--- config.mk ---
export PLATFORM = sky130hd
export DESIGN_NAME = chk_alu
export DESIGN_NICKNAME = d
export VERILOG_FILES = /design/src/rtl/chk_pkg.sv /design/src/rtl/chk_alu.sv
export SDC_FILE = /design/constraint.sdc
export NUM_CORES = 1
export LEC_CHECK = 0
export BUFFER_PORTS_ARGS = -buffer_cell sky130_fd_sc_hd__buf_2
export CORE_MARGIN = 2
export CORE_UTILIZATION = 50
export DETAILED_ROUTE_END_ITERATION = 8
export GPL_ROUTABILITY_DRIVEN = 0
export GPL_TIMING_DRIVEN = 0
export PLACE_DENSITY_LB_ADDON = 0.08
export REMOVE_ABC_BUFFERS = 1
export SLEW_MARGIN = 20
export SYNTH_ARGS = -nofsm -noshare
export SYNTH_HDL_FRONTEND = slang
export SYNTH_SLANG_ARGS = --single-unit
--- constraint.sdc ---
create_clock -name vclk -period 3.49
set_input_delay 0.349 -clock vclk [all_inputs]
set_output_delay 0.349 -clock vclk [all_outputs]
set_load 0.02 [all_outputs]
--- src/rtl/chk_pkg.sv ---
package chk_pkg;
  localparam logic [2:0] OP_ADD = 3'd0;
  localparam logic [2:0] OP_SUB = 3'd1;
  localparam logic [2:0] OP_AND = 3'd2;
  localparam logic [2:0] OP_OR  = 3'd3;
  localparam logic [2:0] OP_XOR = 3'd4;
  localparam logic [2:0] OP_SLT = 3'd5;

  typedef enum logic [1:0] {
    CAUSE_NONE = 2'b00,
    CAUSE_OPND = 2'b01,
    CAUSE_RES  = 2'b10,
    CAUSE_TMO  = 2'b11
  } cause_e;
endpackage

--- src/rtl/chk_alu.sv ---
module chk_alu #(
  parameter int DATA_W = 32
) (
  input  logic [2:0]        op_i,
  input  logic [DATA_W-1:0] a_i,
  input  logic [DATA_W-1:0] b_i,
  output logic [DATA_W-1:0] res_o,
  output logic              legal_o
);
  import chk_pkg::*;

  always_comb begin
    legal_o = 1'b1;
    res_o   = '0;
    case (op_i)
      OP_ADD: res_o = a_i + b_i;
      OP_SUB: res_o = a_i - b_i;
      OP_AND: res_o = a_i & b_i;
      OP_OR:  res_o = a_i | b_i;
      OP_XOR: res_o = a_i ^ b_i;
      OP_SLT: res_o = {{(DATA_W-1){1'b0}}, $signed(a_i) < $signed(b_i)};
      default: legal_o = 1'b0;
    endcase
  end
endmodule

* Word-level counts from Yosys, hierarchy flattened
Index checks and enable logic that the tools add are counted.
** Storage, ports and cells
- Register bits :: 0
- Input port bits :: 67
- Output and inout port bits :: 33
** Cells by class
- Add/subtract/negate cells :: 2
- $lt $le $gt $ge :: 1
- Equality and inequality tests :: 5
- Multiplexer cells :: 2
- Bitwise gates (word level) :: 3
- Reduce and logical (&&, ||, !) cells :: 2
** Operator list (number)
- $pmux 32 s6 :: 1
- $add 32x32->32 :: 1
- $and 32x32->32 :: 1
- $lt 32x32->1 :: 1
- $or 32x32->32 :: 1
- $sub 32x32->32 :: 1
- $xor 32x32->32 :: 1
- $eq 3x2->1 const B :: 2
- $eq 3x3->1 const B :: 2
- $reduce_or 6->1 :: 1
- $eq 3x1->1 const B :: 1
- $logic_not 3->1 :: 1
- $mux 1 :: 1

* Longest topological paths before layout
Gate-level depths: netlist (run 1).
- Word-level depth :: 3
- Mapped depth :: 12

* Least setup slack after synthesis (run 1)
No wires, ideal clock.
- Path kind :: input-to-output
- Start :: input a_i[0]
- End :: output res_o[22]
- Arrival time :: 2978 ps
- Slack :: 163 ps
- Stages on the path :: 11
- Cell sequence :: ha_1 fa_1 a211oi_2 o21ai_2 o2111a_1 o41a_4 a21oi_4 o21a_4 a21oi_2 mux2_4 o221ai_2
** On the way
- Cells in the longest elaborated chain, start to end :: 2
- Elaborated cells on any way between the ends :: 3
** RTL lines
- from (decl) :: line chk_alu.sv:5 : input logic [DATA_W-1:0] a_i,
- $sub 32x32->32 / $add 32x32->32 (equally long branches) :: line chk_alu.sv:17, chk_alu.sv:16
- $pmux 32 s6 (*) :: line chk_alu.sv:15 : case (op_i)
- to (decl) :: line chk_alu.sv:7 : output logic [DATA_W-1:0] res_o,
Mark *: on every way between the ends. The rest lies on a longest branch, timed or not.

* Worst setup path in the final report (run 1)
- Start :: input a_i[0]
- End :: output res_o[28]
Same word-level chain as after synthesis.

==> reports/qor.yml, run 1 <==
critical_path:
  cpMaxStageDelayCell: "fa_2"
  max_stage_delay_ns: 0.37
  worstSetupStartpointType: "input pin"
  crit_chain: "buf_8, inv_4, ha_4, fa_2, o21bai_4, a21oi_4, a2111oi_4, buf_4, o31ai_4, o211ai_1, a311o_1, buf_4, nor2_1, a21oi_1, o211ai_1, buf_4"
  path_common_cell: "buf_4"
  crit_required_ns: 3.14
  worstSetupEndpointType: "output pin"
  path_max_fanout: 4
  crit_type: "input pin to output pin"
  arrival_ns: 3.23
clock_tree:
  holdBufCountCts: 0
routing:
  ant_nets: 0
  wl_per_cell_um: 17.16
  totalWireLength_um: 17330
  drc: 0
  drt_first_iter_violations: 506
  dr.pass1.iters: 5
  vias: 6265
  viasPerCell: 6.203
floorplanning:
  die_h_um: 105.5
  initial_core_util_pct: 50.77
  core_area_sq_um: 10140
  dieArea_sq_um: 11120
  die_w_um: 105.5
  row_count: 37
  ios: 100
finish:
  fin_nets: 1046
  fillers: 947
  drive_gt1_share_pct: 24.14
  seqCellArea_sq_um: 0
  nClkBuffers: 0
  n_antenna_cell: 0
  flops_and_latches: 0
  layout_common_cells: "inv_1 (86), ha_1 (85), buf_2 (85)"
  syn2layout_area_growth_pct: 22.17
  finalInstanceArea_sq_um: 6289
  mostFrequentLayoutCell: "inv_1"
power_and_ir_drop:
  power.internal_uw: 464.0
  power.share.sequential_pct: 0
  comb_power_share_pct: 100.0
  pwr-share-clk_pct: 0
  p_leak_uw: 0.002966
  p_sw_uw: 679.1
  ir_worst_vdd_mv: 0.08392
  p_per_area_nw_per_um2: 181.8
  p_sw_share_pct: 59.41
synthesis:
  synth_cell_types: 74
  syn_inst: 794
  yosysSeqAreaShare_pct: 0
  syn_area_sq_um: 5147
  syn_area_per_cell_sq_um: 6.483
  ys.warnings.count: 0
timing:
  rsz0062_at_grt: "yes"
  relSlewSlack_pct: 24.59
  hold_viol: 0
  setup_violations: 4
  tightest_slew_ns: 1.127
  post-route-min-period_ns: 3.579
  finalMaxSlewViolations: 0
  fin_ws_ns: -0.08890
  fmax_mhz: 279.4
  finalCritPeriodShare_pct: 102.5
grt:
  track_usage_pct: 28.49
  antenna_found_initial: 0
  grt_pass1_vias: 5625
  overflow: 0
  grt_pass1_wl_um: 26840
  grt_max_degree: 82
placed_design:
  detailed_place_hpwl_um: 12220
  dpl-instance-area_sq_um: 5612
  io_buffer_count: 100
  post-place-ws_ns: -0.3782
hold_path:
  holdPathStages: 5
  hold_class: "input pin to output pin"
run_status:
  status: "finished with violations"
  violations: "negative setup slack"
job:
  maxCapViolations: 0
[critical path: cells and delay by family]
family	cells	cell delay, ns
AND/OR/NAND/NOR	1	0.04
adder cells (fa/ha/maj)	2	0.52
AO/OA/AOI/OAI	8	1.69
buffers and inverters	5	0.63
[power by group through the flow]
stage	clock network (uW)	registers [uW]	logic, uW
2_1_floorplan	0	0	682
3_3_place_gp	0	0	947
3_5_place_dp	0	0	968
4_1_cts	0	0	1030
6_report	0	0	1140
5_1_grt	0	0	1230
[timing repair]
action | 4_1_cts | 5_1_grt
pin swaps | 18 | 34
gates cloned | 1 | 0
gates resized for setup | 39 | 63
setup endpoints to repair | 20 | 16
buffers inserted | 10 | 21
[path summary, 6_finish.rpt]
path,slack (ns),startpoint,to
hold / removal,1.22,b_i[31],res_o[31]
setup / recovery,-0.09,a_i[0],res_o[28]
[logic make-up (layout without fill, tap and decap cells)]
logic type	Yosys count	after routing	share of synthesized area [%]
mux	15	15	3.111
simple gates	239	239	21.73
compound gates	269	269	35.46
buf+inv	149	229	11.13
fa+ha+maj	103	103	25.33
xor+xnor	19	19	3.233
[per-layer routing]
metal  GRT usage, %  part of all wire (%)  vias to the layer above
li1               -                     -                     2994
met1          38.03                    43                     2905
met2          51.11                    47                      325
met3         0.9276                   7.1                       41
met4          5.524                   2.2                        0
met5              0                     0                        -
[Yosys cell counts (all sizes together) (12+ instances only)]
library cell / count / area, sq um
o22ai: 13 / 81.33
inv: 97 / 364.1
o21ai: 57 / 292.8
clkbuf: 38 / 142.6
ha: 101 / 1264
o21bai: 12 / 90.09
nor2: 84 / 315.3
xnor2: 19 / 166.4
o211ai: 14 / 105.1
a21oi: 70 / 365.4
buf: 14 / 66.31
nor3: 19 / 95.09
nand3: 19 / 95.09
o31ai: 13 / 102.6
nand2: 54 / 202.7
[cell type report]
class | count | area [sq um] | share of cell area [%]
Inverter | 97 | 377.9 | 6.009
Multi-Input combinational cell | 645 | 4923 | 78.29
Tap cell | 136 | 170.2 | 2.706
Timing Repair Buffer | 131 | 812.0 | 12.91
Timing Repair inverter | 1 | 5.005 | 0.07959
[through the flow]
step	utilization [%]	cells	hold slack (ns)	total power, uW	setup TNS, ns
after CTS	58.02	989	1.221	1031	0
after global placement	55.33	978	1.225	946.8	-12.10
after floorplan	-	742	0.8146	681.7	0
after detailed placement	55.35	978	1.218	967.6	-4.171
after global routing	62.03	1010	1.283	1234	-0.9063
final	62.03	1010	1.215	1143	-0.2041
Power figures use the tool's default switching activity.
==> run 2: changes to the inputs <==
--- a/config.mk
+++ b/config.mk
@@ -17,3 +17,4 @@
 export SYNTH_ARGS = -nofsm -noshare
 export SYNTH_HDL_FRONTEND = slang
 export SYNTH_SLANG_ARGS = --single-unit
+export TNS_END_PERCENT = 5
==> run 2 against run 1 <==
  * The flow still finishes with violations (negative setup slack)
  * Fmax shrank 1.9%
  * Cell count decreased by 1.4%
  * Core utilization is 2.2 points lower
  * Combinational power decreased by 4%
  * Largest cell class unchanged
==> reports/qor.yml, run 2 (same netlist as run 1, synthesis figures left out) <==
timing:
  tightest_slew_ns: 1.149  # was 1.127 ns
  fmax_mhz: 274.0  # was 279.4 MHz
  fin_ws_ns: -0.1596  # was -0.08890 ns
  hold_viol: 0  # unchanged
  rsz0062_at_grt: "yes"  # unchanged
  setup_violations: 9  # was 4
  finalMaxSlewViolations: 0  # unchanged
  finalCritPeriodShare_pct: 104.6  # was 102.5%
  relSlewSlack_pct: 23.10  # was 24.59%
  post-route-min-period_ns: 3.650  # was 3.579 ns
finish:
  finalInstanceArea_sq_um: 6070  # was 6289 sq um
  drive_gt1_share_pct: 21.05  # was 24.14%
  layout_common_cells: "inv_1 (92), buf_2 (92), ha_1 (87)"  # was inv_1 (86), ha_1 (85), buf_2 (85)
  n_antenna_cell: 0  # unchanged
  seqCellArea_sq_um: 0  # unchanged
  fin_util_pct: 59.87  # was 62.03%
  syn2layout_area_growth_pct: 17.91  # was 22.17%
  fin_nets: 1032  # was 1046
  fillers: 976  # was 947
  multi_input_area_sq_um: 4857  # was 4923 sq um
  nClkBuffers: 0  # unchanged
  flops_and_latches: 0  # unchanged
critical_path:
  path_common_cell: "buf_4"  # unchanged
  crit_required_ns: 3.14  # about the same
  worstSetupEndpointType: "output pin"  # unchanged
  crit_chain: "buf_2, inv_1, ha_4, nor2b_1, o31ai_2, buf_4, a2111oi_4, buf_4, o31ai_4, o211ai_1, a311o_1, buf_4, and3_1, a21oi_1, o211ai_1, buf_2"  # was buf_8, inv_4, ha_4, fa_2, o21bai_4, a21oi_4, a2111oi_4, buf_4, o31ai_4, o211ai_1, a311o_1, buf_4, nor2_1, a21oi_1, o211ai_1, buf_4
  cpMaxStageDelayCell: "a311o_1"  # was fa_2
  crit_type: "input pin to output pin"  # unchanged
  max_stage_delay_ns: 0.43  # was 0.37 ns
  path_max_fanout: 6  # was 4
  arrival_ns: 3.30  # was 3.23 ns
  worstSetupStartpointType: "input pin"  # unchanged
run_status:
  status: "finished with violations"  # unchanged
  violations: "negative setup slack"  # unchanged
routing:
  ant_nets: 0  # unchanged
  totalWireLength_um: 16900  # was 17330 um
  viasPerCell: 6.222  # was 6.203
  wl_per_cell_um: 16.96  # was 17.16 um
  vias: 6197  # was 6265
  drt_first_iter_violations: 493  # was 506
  dr.pass1.iters: 6  # was 5
  drc: 0  # unchanged
placed_design:
  detailed_place_hpwl_um: 12220  # unchanged
  dpl-instance-area_sq_um: 5612  # unchanged
  post-place-ws_ns: -0.3782  # unchanged
  io_buffer_count: 100  # unchanged
grt:
  antenna_found_initial: 0  # unchanged
  track_usage_pct: 28.14  # was 28.49%
  overflow: 0  # unchanged
  grt_pass1_wl_um: 26570  # was 26840 um
  grt_max_degree: 82  # unchanged
  grt_pass1_vias: 5593  # was 5625
floorplanning:
  die_w_um: 105.5  # unchanged
  row_count: 37  # unchanged
  ios: 100  # unchanged
  core_area_sq_um: 10140  # unchanged
  initial_core_util_pct: 50.77  # unchanged
  dieArea_sq_um: 11120  # unchanged
  die_h_um: 105.5  # unchanged
clock_tree:
  holdBufCountCts: 0  # unchanged
power_and_ir_drop:
  ir_worst_vdd_mv: 0.08061  # was 0.08392 mV
  p_per_area_nw_per_um2: 180.7  # was 181.8 nW/um^2
  p_leak_uw: 0.002876  # was 0.002966 uW
hold_path:
  hold_class: "input pin to output pin"  # unchanged
job:
  maxCapViolations: 0  # unchanged
## run 2: cell count changes in the layout (fill, tap and decap cells not counted), moves of 3 or more
| cell | delta |
|---|---|
| inv_2 | -3 |
| inv_1 | +6 |
| inv_4 | -3 |
| buf_4 | -16 |
| ha_4 | -3 |
| a21oi_1 | +3 |
| a21oi_2 | -3 |
| buf_2 | +7 |
## run 2: what timing repair did
action,CTS,global route
pin swaps,11,17
endpoints found under the setup margin,20,16
setup buffers,6,11
resized for setup,27,41
gates cloned,1,0
## run 2: through the flow
| step | instances | TNS, ns | power [uW] | hold slack (ns) |
|---|---|---|---|---|
| after floorplan | 742 | 0 | 681.7 | 0.8146 |
| after global placement | 978 | -12.10 | 946.8 | 1.225 |
| after detailed placement | 978 | -4.171 | 967.6 | 1.218 |
| after CTS | 985 | -0.4878 | 1009 | 1.221 |
| after global routing | 996 | -1.730 | 1191 | 1.283 |
| final | 996 | -0.4738 | 1097 | 1.215 |
## run 2: cell type report
type	count	share of cell area [%]
Multi-Input combinational cell	645	80.02
Timing Repair Buffer	117	10.99
Inverter	97	6.102
Tap cell	136	2.804
Timing Repair inverter	1	0.08246
## run 2: worst paths after layout
check	startpoint	end	depth (start not counted)
min	b_i[31]	res_o[31]	5
max	b_i[5]	res_o[28]	16
## run 2: metal layers
layer / track usage [%] / up-vias / part of all wire, %
met1: 38.35 / 2876 / 43
met2: 49.54 / 333 / 47
met4: 5.905 / 0 / 1.3
met3: 0.5566 / 28 / 8.4
met5: 0 / - / 0
li1: - / 2960 / -
## run 2: worst max-delay path, delay by kind of cell
family | cells | cell delay, ns
AO/OA/AOI/OAI | 7 | 1.54
buffers and inverters | 6 | 0.84
adder cells (fa/ha/maj) | 1 | 0.32
AND/OR/NAND/NOR | 2 | 0.23
## run 2: where the power goes
group / switching [uW] / internal (uW)
combinational: 665 / 432
clock: 0 / 0
sequential: 0 / 0
total: 665 / 432
==> run 3: changes to the inputs <==
==> constraint.sdc (replaced) <==
create_clock -name vclk -period 3.49
set_input_delay 0.5235 -clock vclk [all_inputs]
set_output_delay 0.5235 -clock vclk [all_outputs]
set_load 0.02 [all_outputs]
==> run 3 against run 2 <==
  * The run still ends with negative setup slack left
  * Via count grew 1.5%
  * Clock-buffer cell count did not move
  * Sequential share of layout area stayed put
  * Cell count grew 0.40%
  * Critical path depth fell by 1
  * Worst hold slack improved by 0.35 ns
  * First-iteration DRC count shrank 3.2%
  * Total power is 3.1% higher
  * Core utilization is 1.3 points higher
  * Sequential cell count is the same
  * Critical endpoint is now res_o[0]
  * Highest routed layer unchanged
==> reports/qor.yml, run 3 (same netlist as run 1, synthesis figures left out) <==
power_and_ir_drop:
  power_uw: 1130  # was 1097 uW
  comb_power_share_pct: 100.0  # about the same
  ir_worst_vdd_mv: 0.08304  # was 0.08061 mV
  pwr-share-clk_pct: 0  # about the same
  power.share.sequential_pct: 0  # about the same
  p_sw_uw: 677.6  # was 664.5 uW
  p_leak_uw: 0.002900  # was 0.002876 uW
  power.internal_uw: 452.6  # was 432.2 uW
  p_sw_share_pct: 59.95  # was 60.59%
  p_per_area_nw_per_um2: 182.3  # was 180.7 nW/um^2
finish:
  seqCellArea_sq_um: 0  # unchanged
  mostFrequentLayoutCell: "buf_2"
  flops_and_latches: 0  # unchanged
  nClkBuffers: 0  # unchanged
  fillers: 958  # was 976
  syn2layout_area_growth_pct: 20.47  # was 17.91%
  drive_gt1_share_pct: 23.84  # was 21.05%
  fin_nets: 1036  # was 1032
  layout.cells.non_filler: 1000  # was 996
  finalInstanceArea_sq_um: 6201  # was 6070 sq um
  multi_input_area_sq_um: 4938  # was 4857 sq um
  layout_common_cells: "buf_2 (86), inv_1 (84), ha_1 (83)"  # was inv_1 (92), buf_2 (92), ha_1 (87)
  n_antenna_cell: 0  # unchanged
routing:
  viasPerCell: 6.288  # was 6.222
  totalWireLength_um: 17230  # was 16900 um
  drc: 0  # unchanged
  vias: 6288  # was 6197
  ant_nets: 0  # unchanged
  dr.pass1.iters: 6  # unchanged
  drt_first_iter_violations: 477  # was 493
  wl_per_cell_um: 17.23  # was 16.96 um
timing:
  tightest_slew_ns: 1.121  # was 1.149 ns
  fin_ws_ns: -0.4172  # was -0.1596 ns
  finalMaxSlewViolations: 0  # unchanged
  fmax_mhz: 255.9  # was 274.0 MHz
  rsz0062_at_grt: "yes"  # unchanged
  tns_ns: -4.496  # was -0.4738 ns
  hold_viol: 0  # unchanged
  relSlewSlack_pct: 24.96  # was 23.10%
  setup_violations: 19  # was 9
  post-route-min-period_ns: 3.907  # was 3.650 ns
  finalCritPeriodShare_pct: 112.0  # was 104.6%
critical_path:
  crit_required_ns: 2.97  # was 3.14 ns
  max_stage_delay_ns: 0.34  # was 0.43 ns
  arrival_ns: 3.38  # was 3.30 ns
  path_common_cell: "buf_4"  # unchanged
  crit_type: "input pin to output pin"  # unchanged
  cpMaxStageDelayCell: "a311o_1"  # unchanged
  crit_chain: "buf_4, inv_2, ha_4, buf_4, nor4_4, a21oi_4, a2111oi_4, buf_4, o31ai_4, o211ai_1, a311o_1, a31oi_1, o21ai_1, o221ai_1, buf_4"  # was buf_2, inv_1, ha_4, nor2b_1, o31ai_2, buf_4, a2111oi_4, buf_4, o31ai_4, o211ai_1, a311o_1, buf_4, and3_1, a21oi_1, o211ai_1, buf_2
  path_delay_family: "compound AO/OA/AOI/OAI gates"  # unchanged
  worstSetupEndpointType: "output pin"  # unchanged
  path_max_fanout: 5  # was 6
  crit_buf_inv: 5  # was 6
  worstSetupStartpointType: "input pin"  # unchanged
grt:
  grt_max_degree: 82  # unchanged
  grt_pass1_wl_um: 27430  # was 26570 um
  antenna_found_initial: 0  # unchanged
  track_usage_pct: 29.10  # was 28.14%
  grt_pass1_vias: 5748  # was 5593
  overflow: 0  # unchanged
run_status:
  status: "finished with violations"  # unchanged
  violations: "negative setup slack"  # unchanged
job:
  maxCapViolations: 0  # unchanged
floorplanning:
  die_w_um: 105.5  # unchanged
  initial_core_util_pct: 50.77  # unchanged
  dieArea_sq_um: 11120  # unchanged
  row_count: 37  # unchanged
  ios: 100  # unchanged
  core_area_sq_um: 10140  # unchanged
  die_h_um: 105.5  # unchanged
placed_design:
  dpl-instance-area_sq_um: 5612  # unchanged
  dpl.cell_count: 978  # unchanged
  io_buffer_count: 100  # unchanged
  detailed_place_hpwl_um: 12220  # unchanged
hold_path:
  hold_class: "input pin to output pin"  # unchanged
clock_tree:
  holdBufCountCts: 0  # unchanged
## run 3: changes by cell type in the layout (fill, tap and decap cells not counted), sizes merged
cell / previous run / this run
buf: 117 / 121
## run 3: final cells by class
type / count / share of cell area, %
multi-input combinational: 645 / 79.64
timing repair buffer: 121 / 11.60
timing repair inverter: 1 / 0.08071
tap: 136 / 2.744
inverter: 97 / 5.932
## run 3: worst paths after layout
path	from	to	cells after the start
max	b_i[4]	res_o[0]	15
min	b_i[31]	res_o[31]	5
## run 3: what timing repair did
action | 4_1_cts | 5_1_grt
cloned | 1 | 0
buffers inserted | 13 | 8
resized for setup | 58 | 42
setup endpoints to repair | 26 | 25
pin swaps | 21 | 13
## run 3: metrics by stage
stage	utilization (%)	hold WS (ns)	worst slack (ns)
global placement	55.33	1.574	-1.207
floorplan	-	1.164	-0.1857
detailed placement	55.35	1.567	-0.7272
finish	61.16	1.565	-0.4172
global route	61.16	1.632	-0.5270
CTS	59.05	1.570	-0.2965
## run 3: metal layers
metal / routed length [um] / vias to the layer above / global-route usage (%)
li1: - / 2966 / -
met2: 8175 / 334 / 51.38
met4: 423 / 0 / 8.000
met1: 7243 / 2942 / 38.31
met3: 1391 / 46 / 1.361
met5: 0 / - / 0
## run 3: tightest hold or removal path, stage by stage
cell and delay (ns):
buf_2 0.09, ha_1 0.13, o211ai_1 0.08, nand3_1 0.07
buf_2 0.15
## run 3: power groups by stage
stage | combinational (uW) | clock, uW | sequential (uW)
after floorplan | 682 | 0 | 0
after global placement | 947 | 0 | 0
after detailed placement | 968 | 0 | 0
after CTS | 1060 | 0 | 0
after global routing | 1220 | 0 | 0
final | 1130 | 0 | 0
